File: config.mk
export PLATFORM = sky130hd
export DESIGN_NAME = pix_out_fmt
export DESIGN_NICKNAME = d
export VERILOG_FILES = /design/src/rtl/pof_pkg.sv /design/src/rtl/pof_reorder.sv /design/src/rtl/pof_clamp.sv /design/src/rtl/pof_pack.sv /design/src/rtl/pix_out_fmt.sv
export SDC_FILE = /design/constraint.sdc
export NUM_CORES = 1
export LEC_CHECK = 0
export ABC_AREA = 1
export BUFFER_PORTS_ARGS = -buffer_cell sky130_fd_sc_hd__buf_2
export CAP_MARGIN = 20
export CORE_MARGIN = 1.5
export CORE_UTILIZATION = 35
export DETAILED_ROUTE_END_ITERATION = 16
export PLACE_DENSITY = 0.56
export SLEW_MARGIN = 15
export SYNTH_ARGS = -nofsm -noshare
export SYNTH_HDL_FRONTEND = slang
export SYNTH_SLANG_ARGS = --single-unit
File: constraint.sdc
create_clock -name clk -period 2 [get_ports clk]
set_input_delay 0.1 -clock clk [delete_from_list [all_inputs] [get_ports clk]]
set_output_delay 0.1 -clock clk [all_outputs]
set_load 0.02 [all_outputs]
File: src/rtl/pof_pkg.sv
package pof_pkg;
   typedef enum logic [2:0] {
      ORD_RGB = 3'd0, ORD_GBR = 3'd1, ORD_BRG = 3'd2,
      ORD_RBG = 3'd3, ORD_GRB = 3'd4, ORD_BGR = 3'd5
   } ord_e;

   typedef enum logic [2:0] {
      YCM_RGB = 3'd0, YCM_CYCY = 3'd4, YCM_YCYC = 3'd5,
      YCM_CY = 3'd6, YCM_YC = 3'd7
   } ycm_e;

   // output depth in bits for a depth code
   function automatic int dep_bits(logic [1:0] code);
      case (code)
         2'd0:    return 8;
         2'd1:    return 10;
         2'd2:    return 12;
         default: return 16;
      endcase
   endfunction
endpackage

File: src/rtl/pof_reorder.sv
module pof_reorder
   import pof_pkg::*;
#(
   parameter int CW = 12
) (
   input  logic            clk,
   input  logic            rst_n,
   input  logic [3*CW-1:0] pix_i,
   input  logic            swap_i,
   input  logic [2:0]      order_i,
   output logic [3*CW-1:0] slots_o
);
   logic [CW-1:0]   red, grn, blu;
   logic [3*CW-1:0] slots_d;

   // input exchange, R2/R3: permutation
   always_comb begin
      red = swap_i ? pix_i[CW-1:0] : pix_i[3*CW-1:2*CW];
      blu = swap_i ? pix_i[3*CW-1:2*CW] : pix_i[CW-1:0];
      grn = pix_i[2*CW-1:CW];
      case (ord_e'(order_i))
         ORD_GBR: slots_d = {grn, blu, red};
         ORD_BRG: slots_d = {blu, red, grn};
         ORD_RBG: slots_d = {red, blu, grn};
         ORD_GRB: slots_d = {grn, red, blu};
         ORD_BGR: slots_d = {blu, grn, red};
         default: slots_d = {red, grn, blu};
      endcase
   end

   always_ff @(posedge clk or negedge rst_n) begin
      if (!rst_n) slots_o <= '0;
      else        slots_o <= slots_d;
   end
endmodule

File: src/rtl/pof_clamp.sv
module pof_clamp #(
   parameter int CW = 12
) (
   input  logic          clk,
   input  logic          rst_n,
   input  logic [CW-1:0] d_i,
   input  logic [CW-1:0] lo_i,
   input  logic [CW-1:0] hi_i,
   output logic [CW-1:0] q_o
);
   logic [CW-1:0] q_d;

   always_comb begin
      if (d_i < lo_i)      q_d = lo_i;
      else if (d_i > hi_i) q_d = hi_i;
      else                 q_d = d_i;
   end

   always_ff @(posedge clk or negedge rst_n) begin
      if (!rst_n) q_o <= '0;
      else        q_o <= q_d;
   end


   clamp_floor_chk: assert property (@(posedge clk) disable iff (!rst_n)
      1'b1 |=> ((q_o >= $past(lo_i)) || ($past(lo_i) > $past(hi_i))));


   clamp_ceil_chk: assert property (@(posedge clk) disable iff (!rst_n)
      1'b1 |=> ((q_o <= $past(hi_i)) || ($past(d_i) < $past(lo_i))));


   clamp_pass_chk: assert property (@(posedge clk) disable iff (!rst_n)
      ((d_i >= lo_i) && (d_i <= hi_i)) |=> (q_o == $past(d_i)));
endmodule

File: src/rtl/pof_pack.sv
module pof_pack
   import pof_pkg::*;
#(
   parameter int CW = 12,
   parameter int OW = 16
) (
   input  logic            clk,
   input  logic            rst_n,
   input  logic [3*CW-1:0] slots_i,
   input  logic            de_i,
   input  logic            en422_i,
   input  logic [2:0]      ycmap_i,
   input  logic [1:0]      depth_i,
   output logic [3*OW-1:0] bus_o
);
   localparam logic [OW-1:0] ZERO_F = '0;

   logic            chroma_odd;
   logic [CW-1:0]   s0, s1, s2, y_s, c_s;
   logic [OW-1:0]   f0, f1, f2, fy, fc;
   logic [3*OW-1:0] bus_d;

   // scale a sample to the selected depth, right-aligned
   function automatic logic [OW-1:0] scale(logic [CW-1:0] v, logic [1:0] code);
      int            nb;
      logic [OW-1:0] w;
      nb = dep_bits(code);
      w  = OW'(v);
      if (nb <= CW) return w >> (CW - nb);
      else          return w << (nb - CW);
   endfunction

   always_comb begin
      s0  = slots_i[CW-1:0];
      s1  = slots_i[2*CW-1:CW];
      s2  = slots_i[3*CW-1:2*CW];
      y_s = s1;
      // Cb on even phase, Cr on odd phase
      c_s = (en422_i && chroma_odd) ? s2 : s0;
      f0  = scale(s0, depth_i);
      f1  = scale(s1, depth_i);
      f2  = scale(s2, depth_i);
      fy  = scale(y_s, depth_i);
      fc  = scale(c_s, depth_i);

      case (ycm_e'(ycmap_i))
         YCM_YC:   bus_d = {ZERO_F, fy, fc};
         YCM_CY:   bus_d = {ZERO_F, fc, fy};
         YCM_YCYC: bus_d = chroma_odd ? {ZERO_F, fc, fy} : {ZERO_F, fy, fc};
         YCM_CYCY: bus_d = chroma_odd ? {ZERO_F, fy, fc} : {ZERO_F, fc, fy};
         default:  bus_d = {f2, f1, f0};
      endcase
   end

   always_ff @(posedge clk or negedge rst_n) begin
      if (!rst_n) begin
         bus_o      <= '0;
         chroma_odd <= 1'b0;
      end else begin
         bus_o      <= bus_d;
         chroma_odd <= de_i ? ~chroma_odd : 1'b0;
      end
   end


   first_cb_chk: assert property (@(posedge clk) disable iff (!rst_n)
      (de_i && !$past(de_i)) |-> !chroma_odd);


   phase_alt_chk: assert property (@(posedge clk) disable iff (!rst_n)
      (de_i && $past(de_i)) |-> (chroma_odd != $past(chroma_odd)));


   depth8_top_chk: assert property (@(posedge clk) disable iff (!rst_n)
      (depth_i == 2'd0) |=> ((bus_o[OW-1:8] == '0) &&
                             (bus_o[2*OW-1:OW+8] == '0) &&
                             (bus_o[3*OW-1:2*OW+8] == '0)));
endmodule

File: src/rtl/pix_out_fmt.sv
module pix_out_fmt
   import pof_pkg::*;
#(
   parameter int CW = 12,
   parameter int OW = 16
) (
   input  logic            clk,
   input  logic            rst_n,
   input  logic [3*CW-1:0] pix_i,
   input  logic            hs_i,
   input  logic            vs_i,
   input  logic            de_i,
   input  logic            rb_swap_i,
   input  logic [2:0]      order_i,
   input  logic            en422_i,
   input  logic [2:0]      ycmap_i,
   input  logic [1:0]      depth_i,
   input  logic [CW-1:0]   y_lo_i,
   input  logic [CW-1:0]   y_hi_i,
   input  logic [CW-1:0]   c_lo_i,
   input  logic [CW-1:0]   c_hi_i,
   output logic [3*OW-1:0] bus_o,
   output logic            hs_o,
   output logic            vs_o,
   output logic            de_o
);
   localparam int LAT  = 3;
   localparam int SYNW = 3;

   if (OW < 16) begin : g_ow_chk
      $error("OW must be at least 16 to hold the widest depth");
   end
   if ((CW < 8) || (CW > OW)) begin : g_cw_chk
      $error("CW must lie between 8 and OW");
   end

   logic [3*CW-1:0]     ord_slots, clp_slots;
   logic [LAT*SYNW-1:0] sync_q;
   logic [1:0]          live_cnt;

   pof_reorder #(.CW(CW)) u_reorder (
      .clk     (clk),
      .rst_n   (rst_n),
      .pix_i   (pix_i),
      .swap_i  (rb_swap_i),
      .order_i (order_i),
      .slots_o (ord_slots)
   );

   // on slot1, R5 on slots 0 and 2
   for (genvar i = 0; i < 3; i++) begin : g_clamp
      localparam bit IS_LUMA = (i == 1);
      pof_clamp #(.CW(CW)) u_clamp (
         .clk   (clk),
         .rst_n (rst_n),
         .d_i   (ord_slots[i*CW +: CW]),
         .lo_i  (IS_LUMA ? y_lo_i : c_lo_i),
         .hi_i  (IS_LUMA ? y_hi_i : c_hi_i),
         .q_o   (clp_slots[i*CW +: CW])
      );
   end

   pof_pack #(.CW(CW), .OW(OW)) u_pack (
      .clk     (clk),
      .rst_n   (rst_n),
      .slots_i (clp_slots),
      .de_i    (sync_q[SYNW*1]),
      .en422_i (en422_i),
      .ycmap_i (ycmap_i),
      .depth_i (depth_i),
      .bus_o   (bus_o)
   );

   // timing delay line matched to the three pixel stages
   always_ff @(posedge clk or negedge rst_n) begin
      if (!rst_n) sync_q <= '0;
      else        sync_q <= {sync_q[(LAT-1)*SYNW-1:0], hs_i, vs_i, de_i};
   end
   assign {hs_o, vs_o, de_o} = sync_q[LAT*SYNW-1:(LAT-1)*SYNW];

   always_ff @(posedge clk or negedge rst_n) begin
      if (!rst_n)               live_cnt <= '0;
      else if (live_cnt != 2'd3) live_cnt <= live_cnt + 2'd1;
   end


   sync_align_chk: assert property (@(posedge clk) disable iff (!rst_n)
      (live_cnt == 2'd3) |-> ({hs_o, vs_o, de_o} == $past({hs_i, vs_i, de_i}, 3)));


   reset_out_chk: assert property (@(posedge clk)
      !rst_n |-> ((bus_o == '0) && !hs_o && !vs_o && !de_o));
endmodule

### Word level (Yosys, flattened, before mapping)

Cells that the tools add are included.

* register bits: 130
* bits of input ports: 99
* output and inout bits: 51

* add/subtract/negate cells: 2
* order comparisons: 7
* eq/ne operators: 11
* shift-type cells: 8
* mux-type cells: 19
* bitwise logic cells: 1
* reductions and logical operators: 2

Operator list (count)
* 48-bit one-hot mux with 4 select lines: 1
* 36-bit one-hot mux with 5 select lines: 1
* 12-bit by 32-bit << shifter with 16-bit output: 4
* 12-bit by 32-bit right shift with 16-bit output: 4
* 12-bit 2-to-1 mux: 9
* 16-bit 2-to-1 mux: 4
* 32-bit 2-to-1 mux: 2
* 12-bit > comparator: 3
* 12-bit less-than comparator: 3
* 3-bit == test (second input constant): 6
* 5-bit one-hot mux with 3 select lines: 1
* 3-bit by 2-bit == test with 1-bit output (second input constant): 2
* 4-bit by 5-bit subtractor with 6-bit output (first input constant): 1
* 5-bit by 4-bit subtractor with 6-bit output (second input constant): 1
* 5-bit by 4-bit <= comparator with 1-bit output (second input constant): 1
* 3-bit by 1-bit == test with 1-bit output (second input constant): 1
* 2-bit by 1-bit == test with 1-bit output (second input constant): 1
* 2-bit == test (second input constant): 1
* 2-bit zero test: 1
* 1-bit logical AND: 1
* 1-bit 2-to-1 mux: 1
* 1-bit inverter: 1

### Logic depth before layout (Yosys ltp)

Gate-level depths: netlist (run 1).

* word-level depth: 7
* gate-level depth with buffers: 17

### Hierarchy

A second synthesis (run 1) with hierarchy kept.

* cell total of the unflattened synthesis: 1877
* area, all modules: 12219.2 sq um

Modules (own cells, without submodules)
* pof_pack: instances 1, cells an instance 1027, area an instance 5974.5 sq um, sequential area each 1226.2 sq um
* pof_clamp: instances 3, cells an instance 189, area an instance 1365.1 sq um, sequential area each 300.3 sq um
* pof_reorder: instances 1, cells an instance 274, area an instance 1924.3 sq um, sequential area each 900.9 sq um
* pix_out_fmt: instances 1, cells an instance 9, area an instance 225.2 sq um, sequential area each 225.2 sq um

### Worst setup path after synthesis (run 1)

No wires, ideal clock.

* path kind: input-to-reg
* from: input depth_i[0]
* to: register u_pack.bus_o[2]
* setup time: 0.071 ns
* data arrival time: 2.314 ns
* required time: 1.929 ns
* path slack: -0.385 ns
* stages: 16
* path through: inv_1 -> ha_1 -> buf_2 -> clkinv_1 -> buf_2 -> buf_2 -> ha_1 -> buf_2 -> inv_2 -> nor2_4 -> inv_2 -> buf_6 -> or2_1 -> nand3_1 -> nand3_1 -> nand4_1

* word-level cells in the longest chain between the ends: 7
* elaborated cells on any way between the ends: 19

Ends and longest elaborated chain
* start, declared: line pix_out_fmt.sv:17 `input logic [1:0] depth_i,`
* 2-bit == test (tied with other cells): line pof_pkg.sv:14 `case (code)`
* 5-bit one-hot mux with 3 select lines (*): line pof_pkg.sv:14
* 5-bit by 4-bit subtractor with 6-bit output or 4-bit by 5-bit subtractor with 6-bit output (tied branches): line pof_pack.sv:30, pof_pack.sv:29
* 12-bit by 32-bit << shifter with 16-bit output or 12-bit by 32-bit right shift with 16-bit output (tied branches): line pof_pack.sv:30, pof_pack.sv:29
* 16-bit 2-to-1 mux: line pof_pack.sv:29 `if (nb <= CW) return w >> (CW - nb);`
* 32-bit 2-to-1 mux (on tied branches): line pof_pack.sv:50, pof_pack.sv:49
* 48-bit one-hot mux with 4 select lines (*): line pof_pack.sv:46 `case (ycm_e'(ycmap_i))`
* net u_pack.bus_d[2]: line pof_pack.sv:21 `logic [3*OW-1:0] bus_d;`
* end signal, assigned: line pof_pack.sv:60 `bus_o <= bus_d;`
* end, declared: line pof_pack.sv:14 `output logic [3*OW-1:0] bus_o`

The timed path passes the listed nets; every way through them passes the cells marked *.

### Final worst setup path (run 1)

* from: register u_reorder.slots_o[27]
* to: register g_clamp[2].u_clamp.q_o[7]

* word-level cells in the longest chain between the ends: 3
* elaborated cells on any way between the ends: 4

Ends and longest elaborated chain
* start, declared: line pof_reorder.sv:11 `output logic [3*CW-1:0] slots_o`
* start signal, assigned: line pof_reorder.sv:33 `else slots_o <= slots_d;`
* 12-bit > comparator: line pof_clamp.sv:15 `else if (d_i > hi_i) q_d = hi_i;`
* 12-bit 2-to-1 mux: line pof_clamp.sv:15
* 12-bit 2-to-1 mux (*): line pof_clamp.sv:14 `if (d_i < lo_i) q_d = lo_i;`
* net g_clamp[2].u_clamp.q_d[7]: line pof_clamp.sv:11 `logic [CW-1:0] q_d;`
* end signal, assigned: line pof_clamp.sv:21 `else q_o <= q_d;`
* end, declared: line pof_clamp.sv:9 `output logic [CW-1:0] q_o`

Marked as above.

==> results.sh, run 1 <==
export IMPL_wl_per_cell_um=17.7
export IMPL_path_max_fanout=6
export IMPL_hold_depth=3
export IMPL_ys_top_cells_by_count="nand2_1, nand3_1, inv_1"
export IMPL_cp_end_kind="flip-flop"
export IMPL_syn_inst=1729
export IMPL_syn_area_um2=11400
export IMPL_ys_ff_latch=130
export IMPL_cp_cell_sequence="ha_1, nand2_1, o21ai_1, nand3_1, nand3_4, nand2_8, buf_12, buf_4, a21oi_1, o21ai_1"
export IMPL_dpl_hpwl_um=32600
export IMPL_io_pins=150
export IMPL_finalMaxSlewViolations=0
export IMPL_insertion_delay_ns=0.45
export IMPL_drc=0
export IMPL_antenna_found_initial=3
export IMPL_syn_avg_cell_area_um2=6.57
export IMPL_wl_um=42600
export IMPL_outcome="complete, no violations"
export IMPL_critPathArrivalTime_ns=2.29
export IMPL_cts_root_buf="clkbuf_16"
export IMPL_nNetsFinal=2133
export IMPL_clkSlewWorstSetupHoldPaths_ns=0.07
export IMPL_hold_violations=0
export IMPL_rsz0062_at_grt="yes"
export IMPL_clock_path_buffers=2
export IMPL_start_util_pct=35.7
export IMPL_die_h_um=183
export IMPL_viasPerCell=5.43
export IMPL_cp_data_required_time_ns=2.33
export IMPL_coreArea_um2=31800
export IMPL_setup_viol=0
export IMPL_grt_pass1_vias=12300
export IMPL_path_common_cell="o21ai_1"
export IMPL_synth_edf_count=0
export IMPL_worstSetupPathType="reg -> reg"
export IMPL_ir_drop_mv=0.613
export IMPL_cpPeakStageDelay_ns=0.42
export IMPL_grt_pass1_wl_um=66700
export IMPL_power_density_nw_per_um2=743
export IMPL_synthToLayoutAreaGrowth_pct=29.7
export IMPL_dieArea_um2=33600
export IMPL_hp_class="in -> reg"
export IMPL_place_inst=2326
export IMPL_drtPass1Iterations=5
export IMPL_period_minus_slack_ns=1.96
export IMPL_finalNonFillerCells=2410
export IMPL_num_vias=13100
export IMPL_cpMaxStageDelayCell="dfrtp_1"
export IMPL_gr_total_overflow=0
export IMPL_synth_distinct_cells=43
export IMPL_synth_async_reset_ratio_pct=100
export IMPL_total_power_uw=11000
export IMPL_reg2regPathDepth=10
export IMPL_synth_area_top_cells="dfrtp_1, nand2_1, nand3_1, ha_1, o21ai_0"
export IMPL_cts_tree="built"
export IMPL_ant_nets=0
export IMPL_rows=65
export IMPL_whs_ns=0.0546
export IMPL_die_w_um=183
export IMPL_synth_seq_area_share_pct=28.6
export IMPL_cellLeakagePower_uw=0.00723
export IMPL_place_gp_congestion=0.988
export IMPL_io_buffers=149
export IMPL_setup_worst_path_start_class="flip-flop"
export IMPL_fin_ws_ns=0.0440
export IMPL_syn_nets=1902
export IMPL_timing_fmax_mhz=511
export IMPL_pre_cts_ws_ns=-0.0931
export IMPL_synth_ff_type="dfrtp_1"
export IMPL_max_slew_margin_pct=60.0
export IMPL_track_usage_pct=25.6
export IMPL_cts_max_level=4
export IMPL_drv_cap=0
export IMPL_cts_buffers=17
export IMPL_synthDominantCellAreaShare_pct=28.6
export IMPL_synth_most_common_cell="nand2_1"
export IMPL_synth_largest_area_cell="dfrtp_1"
export IMPL_min_period_over_period_pct=97.8
export IMPL_ys_warn_count=0
export IMPL_clock_skew_ns=0.0125
export IMPL_cts_sinks=130
export IMPL_grt_max_degree=76
export IMPL_drive_gt1_share_pct=20.9
export IMPL_first_iter_violations=1025
export IMPL_worst_pin_slew_ns=0.600
[final timing paths]
kind | from | end | slack [ns]
setup / recovery | u_reorder.slots_o[27] | g_clamp[2].u_clamp.q_o[7] | 0.04
setup reg to reg | u_reorder.slots_o[27] | g_clamp[2].u_clamp.q_o[7] | 0.04
max in group asynchronous | rst_n | u_reorder.slots_o[10] | 1.23
min in group asynchronous | rst_n | u_pack.bus_o[43] | 0.08
hold reg to reg | sync_q[5] | sync_q[8] | 0.36
hold / removal | c_hi_i[0] | g_clamp[2].u_clamp.q_o[0] | 0.05
[report_power, final]
part           internal [uW]  switching, uW  leakage (uW)
clock network           1700           1450      0.000298
registers               3020            386       0.00162
logic                   1690           2710       0.00531
total                   6410           4540       0.00723
[critical path: cells and delay by family, from the launching register on]
kind                       cells  cell delay (ns)
and+or+nand+nor                4             0.42
AOI/OAI and AO/OA              3             0.41
buffers and inverters          2             0.28
DFF                            1             0.42
adders and majority gates      1             0.32
[flip-flops by register name (all words and copies together) (netlist names)]
| signal | cells |
|---|---|
| g_clamp.u_clamp.q_o | 36 |
| sync_q | 9 |
| u_pack.bus_o | 48 |
| u_pack.chroma_odd | 1 |
| u_reorder.slots_o | 36 |
[routing by layer]
metal / GRT usage, % / up-vias / routed length, um
met5: 0 / - / 12
met4: 9.08 / 2 / 1320
met3: 4.45 / 81 / 2960
met2: 41.6 / 576 / 19300
met1: 34.2 / 6048 / 19000
li1: - / 6383 / -
[placed cells by master, fill, tap and decap left out, types with 3 or more instances in the layout]
cell type,netlist,routed
a211oi_1,5,3
a21boi_0,3,3
a21boi_1,3,3
a21oi_1,109,95
a21oi_2,3,16
a221oi_1,3,3
a22oi_1,5,5
a31oi_1,13,11
buf_12,0,15
buf_2,39,148
buf_4,7,110
buf_6,4,6
clkbuf_16,0,19
clkinv_8,0,5
dfrtp_1,130,128
dlygate4sd3_1,0,40
ha_1,74,61
ha_4,0,11
inv_1,135,134
inv_2,17,17
inv_6,0,3
inv_8,0,7
mux2i_1,3,3
nand2_1,475,470
nand2_2,10,14
nand3_1,213,211
nand3_2,3,4
nand4_1,48,48
nor2_1,94,88
nor2_2,1,7
nor3_1,9,7
nor3_2,2,4
o211ai_1,48,48
o21ai_0,131,106
o21ai_1,30,51
o21ai_2,5,9
o221ai_1,26,26
o31ai_1,5,5
or2_1,3,3
[cell families after synthesis]
family,count (synthesis),synth area share [%]
AND/OR/NAND/NOR,864,32.9
buffers and inverters,264,9.64
multiplexers,4,0.363
flip-flops,130,28.6
AO/OA/AOI/OAI,393,20.3
adder cells (fa/ha/maj),74,8.15
[stage by stage]
| stage | util, % | cell area, um2 | setup TNS (ns) |
|---|---|---|---|
| global route | 46.3 | 14700 | -0.709 |
| finish | 46.4 | 14700 | 0 |
| global placement | 41.9 | 13300 | -0.275 |
| CTS | 45.1 | 14300 | 0 |
| floorplan | - | 11400 | 0 |
| detailed placement | 41.9 | 13300 | -0.728 |
[cell type report]
| cell class | count | area (um2) |
|---|---|---|
| fillers | 3277 | 17100 |
| diodes | 2 | 5.00 |
| clock buffers | 17 | 425 |
| clock inverters | 15 | 184 |
| inverters | 155 | 594 |
| repair buffers | 321 | 2380 |
| flip-flops and latches | 130 | 3260 |
| multi-input cells | 1335 | 7350 |
| well taps | 435 | 544 |
[repair_timing]
| action | CTS | global route |
|---|---|---|
| resized for setup | 4 | 82 |
| setup endpoints to repair | 15 | 47 |
| cloned | 0 | 5 |
| hold buffers | 40 | 0 |
| hold endpoints to repair | 185 | 0 |
| buffers inserted | 0 | 5 |
| pin swaps | 0 | 11 |
No activity file was read; power rests on OpenSTA's default activity.
==> run 2, diff against run 1 <==
--- a/config.mk
+++ b/config.mk
@@ -5,14 +5,15 @@
 export SDC_FILE = /design/constraint.sdc
 export NUM_CORES = 1
 export LEC_CHECK = 0
-export ABC_AREA = 1
 export BUFFER_PORTS_ARGS = -buffer_cell sky130_fd_sc_hd__buf_2
 export CAP_MARGIN = 20
 export CORE_MARGIN = 1.5
 export CORE_UTILIZATION = 35
+export CTS_CLUSTER_SIZE = 24
 export DETAILED_ROUTE_END_ITERATION = 16
 export PLACE_DENSITY = 0.56
 export SLEW_MARGIN = 15
 export SYNTH_ARGS = -nofsm -noshare
 export SYNTH_HDL_FRONTEND = slang
+export SYNTH_HIERARCHICAL = 1
 export SYNTH_SLANG_ARGS = --single-unit
==> run 2 against run 1 <==
  * The flow now finishes with violations (negative setup slack)
  * Critical path depth fell by 2
  * Hold slack got worse by 0.027 ns
  * Combinational power rose by 18%
  * Critical path type unchanged
  * Critical endpoint is now g_clamp[1].u_clamp/q_o[9]
  * Largest cell class unchanged
==> results.sh, run 2 <==
export IMPL_rsz0062_at_grt="yes"
export IMPL_rows=65
export IMPL_place_gp_congestion=0.959
export IMPL_synth_largest_area_cell="dfrtp_1"
export IMPL_synth_ff_type="dfrtp_1"
export IMPL_synth_async_reset_ratio_pct=100
export IMPL_cp_cell_sequence="ha_1, nand4_1, or3_1, o41ai_4, buf_4, clkbuf_16, mux2i_1, mux2i_1"
export IMPL_violations="negative setup slack"
export IMPL_tns_ns=-5.94
export IMPL_drtPass1Iterations=7
export IMPL_clkSlewWorstSetupHoldPaths_ns=0.07
export IMPL_grt_max_degree=42
export IMPL_dpl_hpwl_um=35800
export IMPL_ys_top_cells_by_count="mux2i_1, dfrtp_1, inv_1"
export IMPL_finalMaxSlewViolations=0
export IMPL_coreArea_um2=31700
export IMPL_period_minus_slack_ns=2.23
export IMPL_cp_data_required_time_ns=2.32
export IMPL_drc=0
export IMPL_start_util_pct=35.7
export IMPL_dieArea_um2=33500
export IMPL_hold_violations=0
export IMPL_synthDominantCellAreaShare_pct=28.7
export IMPL_synth_seq_area_share_pct=28.7
export IMPL_regMostFlops="u_pack/bus_o"
export IMPL_cts_buffers=17
export IMPL_io_buffers=149
export IMPL_final_cell_mix="buf_4, buf_2, dfrtp_1"
export IMPL_syn_nets=1389
export IMPL_reg2regPathDepth=8
export IMPL_clock_skew_ns=0.0133
export IMPL_syn_avg_cell_area_um2=9.32
export IMPL_reg_largest_list="u_pack/bus_o (48), g_clamp.u_clamp/q_o (36), u_reorder/slots_o (36)"
export IMPL_first_iter_violations=944
export IMPL_reg2reg_from="u_reorder/slots_o[22]"
export IMPL_num_vias=11600
export IMPL_cpMaxStageDelayCell="or3_1"
export IMPL_syn_inst=1216
export IMPL_hp_class="in -> reg"
export IMPL_ys_warn_count=6
export IMPL_ir_drop_mv=0.664
export IMPL_die_w_um=183
export IMPL_worstSetupPathType="reg -> reg"
export IMPL_synth_edf_count=0
export IMPL_path_max_fanout=6
export IMPL_cp_top_family="simple AND/OR/NAND/NOR gates"
export IMPL_max_slew_margin_pct=28.0
export IMPL_synth_most_common_cell="mux2i_1"
export IMPL_insertion_delay_ns=0.45
export IMPL_multi_input_area_um2=7810
export IMPL_wl_per_cell_um=22.3
export IMPL_hold_depth=3
export IMPL_antenna_found_initial=1
export IMPL_worst_pin_slew_ns=1.08
export IMPL_die_h_um=183
export IMPL_pre_cts_ws_ns=-0.529
export IMPL_min_period_over_period_pct=112
export IMPL_drive_gt1_share_pct=37.7
export IMPL_power_density_nw_per_um2=740
export IMPL_io_pins=150
export IMPL_ys_ff_latch=130
export IMPL_cts_root_buf="clkbuf_16"
export IMPL_setup_worst_path_start_class="flip-flop"
export IMPL_path_common_cell="mux2i_1"
export IMPL_regArea_um2=3260
export IMPL_drv_cap=0
export IMPL_gr_total_overflow=0
export IMPL_cp_num_buf_inv=2
export IMPL_wl_um=45400
export IMPL_largest_register_ffs=48
export IMPL_synth_distinct_cells=81
export IMPL_track_usage_pct=27.2
export IMPL_fin_ws_ns=-0.232
export IMPL_outcome="complete, but fails checks"
export IMPL_hold_end="g_clamp[2].u_clamp/q_o[5]"
export IMPL_synth_area_top_cells="dfrtp_1, mux2i_1, ha_1, a211oi_1, mux4_2"
export IMPL_fillers=3000
export IMPL_cts_sinks=130
export IMPL_nNetsFinal=1790
export IMPL_cellLeakagePower_uw=0.00767
export IMPL_grt_pass1_vias=11600
export IMPL_cp_end_kind="flip-flop"
export IMPL_cpPeakStageDelay_ns=0.46
export IMPL_r2r_end="g_clamp[1].u_clamp/q_o[9]"
export IMPL_hp_start="c_hi_i[5]"
export IMPL_cts_tree="built"
export IMPL_ant_nets=0
export IMPL_synthToLayoutAreaGrowth_pct=41.0
export IMPL_viasPerCell=5.72
export IMPL_syn_area_um2=11300
export IMPL_grt_pass1_wl_um=69200
export IMPL_clock_path_buffers=2
export IMPL_layout_commonest_cell="buf_4"
export IMPL_whs_ns=0.0275
export IMPL_timing_fmax_mhz=448
export IMPL_setup_viol=50
export IMPL_cts_max_level=4
export IMPL_critPathArrivalTime_ns=2.55
export IMPL_rrSetupSlack_ns=-0.23
-- run 2: logic make-up (layout without fill, tap and decap cells) --
group           after synthesis  count (layout)  synth area share, %
buf+inv                     175             588                 7.12
flops                       130             130                 28.7
simple gates                294             295                 12.9
compound gates              351             351                 23.2
mux                         190             190                 19.7
other cells                   0               1                    0
xor+xnor                      2               2                0.221
fa+ha+maj                    74              74                 8.17
-- run 2: worst max path at each step --
stage	from	cells after the start	slack [ns]	endpoint
finish	u_reorder/slots_o[22]	8	-0.23	g_clamp[1].u_clamp/q_o[9]
global route	u_reorder/slots_o[14]	9	-0.30	g_clamp[1].u_clamp/q_o[9]
CTS	u_reorder/slots_o[14]	9	-0.22	g_clamp[1].u_clamp/q_o[7]
detailed placement	depth_i[0]	10	-0.53	u_pack/bus_o[11]
global placement	depth_i[0]	9	-0.52	u_pack/bus_o[11]
floorplan	u_reorder/slots_o[1]	8	-0.13	g_clamp[0].u_clamp/q_o[2]
-- run 2: timing repair --
item,CTS,global route
setup buffers,8,5
hold buffers,43,0
endpoints found under the setup margin,61,63
pin swaps,24,14
gates resized for setup,45,41
cloned,2,0
endpoints found under the hold margin,178,0
-- run 2: final cells by class --
type / instances / share of cell area [%]
Antenna cell: 1 / 0.0157
Sequential cell: 130 / 20.4
Clock buffer: 17 / 2.66
Tap cell: 402 / 3.15
Multi-Input combinational cell: 912 / 48.9
Timing Repair Buffer: 473 / 21.8
Clock inverter: 15 / 1.06
Inverter: 83 / 2.03
-- run 2: worst min-delay path, cell delays in order --
cell	delay [ns]
buf_2	0.13
mux2i_1	0.07
mux2i_1	0.12
-- run 2: through the flow --
step           util, %  total power [uW]  std cells  cell area, um2
3_3_place_gp      45.6              8160       1947           14500
4_1_cts           49.7             11700       2030           15800
3_5_place_dp      45.6              8200       1947           14500
6_report          50.4             11800       2033           16000
2_1_floorplan        -              5950       1216           11600
5_1_grt           50.4             12400       2033           16000
-- run 2: report_power, final --
group / switching (uW) / leakage, uW / total (uW) / internal, uW
Sequential: 413 / 0.00160 / 3400 / 2990
Combinational: 2720 / 0.00579 / 5190 / 2480
Clock: 1360 / 0.000284 / 3220 / 1870
Total: 4490 / 0.00767 / 11800 / 7340
-- run 2: metal layers --
| metal | track usage [%] | share of wire [%] |
|---|---|---|
| met5 | 0 | 0 |
| met4 | 10.0 | 3.6 |
| met3 | 4.05 | 5.8 |
| met2 | 46.4 | 48 |
| met1 | 34.9 | 42 |
==> run 3, diff against run 2 <==
==> constraint.sdc (replaced) <==
create_clock -name clk -period 2.8 [get_ports clk]
set_input_delay 0.56 -clock clk [delete_from_list [all_inputs] [get_ports clk]]
set_output_delay 0.56 -clock clk [all_outputs]
set_load 0.02 [all_outputs]
==> run 3 against run 2 <==
  * Clock skew down 0.0052 ns
  * The flow now finishes without violations
  * Via count down 6.8%
  * Sequential share of layout area up 3.6 points
  * Critical endpoint is now g_clamp[0].u_clamp/q_o[7]
  * Critical path depth unchanged
  * Combinational power down 45%
  * First-iteration DRC count up 16%
==> results.sh, run 3 (synthesized netlist as in run 2, its figures left out) <==
export IMPL_place_inst=1782
export IMPL_num_vias=10800
export IMPL_grt_pass1_wl_um=64200
export IMPL_cts_buffers=17
export IMPL_timing_fmax_mhz=406
export IMPL_cts_root_buf="clkbuf_16"
export IMPL_ir_drop_mv=0.440
export IMPL_reg_largest_list="u_pack/bus_o (48), g_clamp.u_clamp/q_o (36), u_reorder/slots_o (36)"
export IMPL_io_pins=150
export IMPL_viasPerCell=5.97
export IMPL_setup_viol=0
export IMPL_hold_violations=0
export IMPL_cellLeakagePower_uw=0.00650
export IMPL_path_max_fanout=8
export IMPL_drc=0
export IMPL_critPathArrivalTime_ns=2.77
export IMPL_grt_pass1_vias=10600
export IMPL_synthToLayoutAreaGrowth_pct=19.7
export IMPL_antenna_found_initial=3
export IMPL_setup_worst_path_start_class="flip-flop"
export IMPL_max_slew_margin_pct=30.1
export IMPL_drive_gt1_share_pct=26.8
export IMPL_power_density_nw_per_um2=547
export IMPL_io_buffers=149
export IMPL_die_h_um=183
export IMPL_cts_max_level=4
export IMPL_regMostFlops="u_pack/bus_o"
export IMPL_hp_class="in -> async"
export IMPL_cp_data_required_time_ns=3.11
export IMPL_finalNonFillerCells=1816
export IMPL_dieArea_um2=33500
export IMPL_rows=65
export IMPL_die_w_um=183
export IMPL_cp_end_kind="flip-flop"
export IMPL_ant_nets=0
export IMPL_cts_sinks=130
export IMPL_rsz0062_at_grt="no"
export IMPL_tns_ns=0
export IMPL_dpl_hpwl_um=32600
export IMPL_clkSlewWorstSetupHoldPaths_ns=0.06
export IMPL_insertion_delay_ns=0.44
export IMPL_clock_path_buffers=2
export IMPL_outcome="complete, no violations"
export IMPL_worstSetupPathType="reg -> reg"
export IMPL_place_gp_congestion=1.02
export IMPL_track_usage_pct=25.2
export IMPL_period_minus_slack_ns=2.46
export IMPL_drtPass1Iterations=6
export IMPL_nNetsFinal=1572
export IMPL_gr_total_overflow=0
export IMPL_cts_tree="built"
export IMPL_postCtsHoldBufs=0
export IMPL_fillers=3192
export IMPL_worst_pin_slew_ns=1.05
export IMPL_first_iter_violations=1091
export IMPL_largest_register_ffs=48
export IMPL_cts_repair_resized=0
export IMPL_grt_max_degree=59
export IMPL_drv_cap=0
export IMPL_utilization_pct=42.8
export IMPL_clock_skew_ns=0.00803
export IMPL_coreArea_um2=31700
export IMPL_wl_per_cell_um=23.0
export IMPL_final_cell_mix="buf_2, mux2i_1, dfrtp_1"
export IMPL_wl_um=41800
export IMPL_finalMaxSlewViolations=0
export IMPL_start_util_pct=35.7
export IMPL_layout_commonest_cell="buf_2"
export IMPL_post_cts_setup_buffers=0
export IMPL_min_period_over_period_pct=88.0
-- run 3: layout make-up --
cell class                 count  area, um2  area share, %
inverter                      83        314           2.31
clock inverter                14        106          0.784
timing repair buffer         256       1660           12.2
sequential                   130       3250           24.0
antenna                        2       5.00         0.0369
multi-input combinational    911       7300           53.8
clock buffer                  18        429           3.16
tap                          402        503           3.71
-- run 3: power by group --
group          internal (uW)  switching [uW]  leakage, uW
clock network           1140             903     0.000254
logic                   1240            1590      0.00465
registers               2130             422      0.00160
total                   4510            2920      0.00650
-- run 3: critical path, stage by stage (launching register included) --
cell and delay (ns):
dfrtp_1 0.42, ha_1 0.34, and4b_1 0.21, a211oi_1 0.28, nor3_1 0.12, o41ai_4 0.34, buf_4 0.26, mux2i_1 0.22
mux2i_1 0.12
-- run 3: worst paths after layout --
| path | from | end | slack [ns] | depth (start not counted) |
|---|---|---|---|---|
| setup / recovery | u_reorder/slots_o[3] | g_clamp[0].u_clamp/q_o[7] | 0.34 | 8 |
| hold / removal | rst_n | sync_q[1] | 0.04 | 1 |
| setup reg to reg | u_reorder/slots_o[3] | g_clamp[0].u_clamp/q_o[7] | 0.34 | 8 |
| hold reg to reg | sync_q[4] | sync_q[7] | 0.35 | 0 |
| max in group asynchronous | rst_n | g_clamp[2].u_clamp/q_o[0] | 2.02 | 2 |
| min in group clk | hs_i | sync_q[2] | 0.22 | 1 |
-- run 3: layer usage --
layer	track usage (%)	part of all wire, %	wire length, um	vias up
met5	0	0.031	13	-
met2	41.5	47	19800	528
li1	-	-	-	4959
met3	5.26	7.2	3010	98
met4	10.2	3.4	1410	2
met1	32.2	42	17500	5259
-- run 3: through the flow --
step | setup WS, ns | instance area (um2) | power, uW | hold WS (ns)
global placement | 0.00175 | 13000 | 5370 | 0.333
finish | 0.337 | 13600 | 7430 | 0.0401
CTS | 0.301 | 13600 | 7440 | 0.0430
floorplan | 0.0370 | 11400 | 4200 | 0.264
detailed placement | 0.0358 | 13000 | 5350 | 0.335
global route | 0.173 | 13600 | 7810 | 0.0673
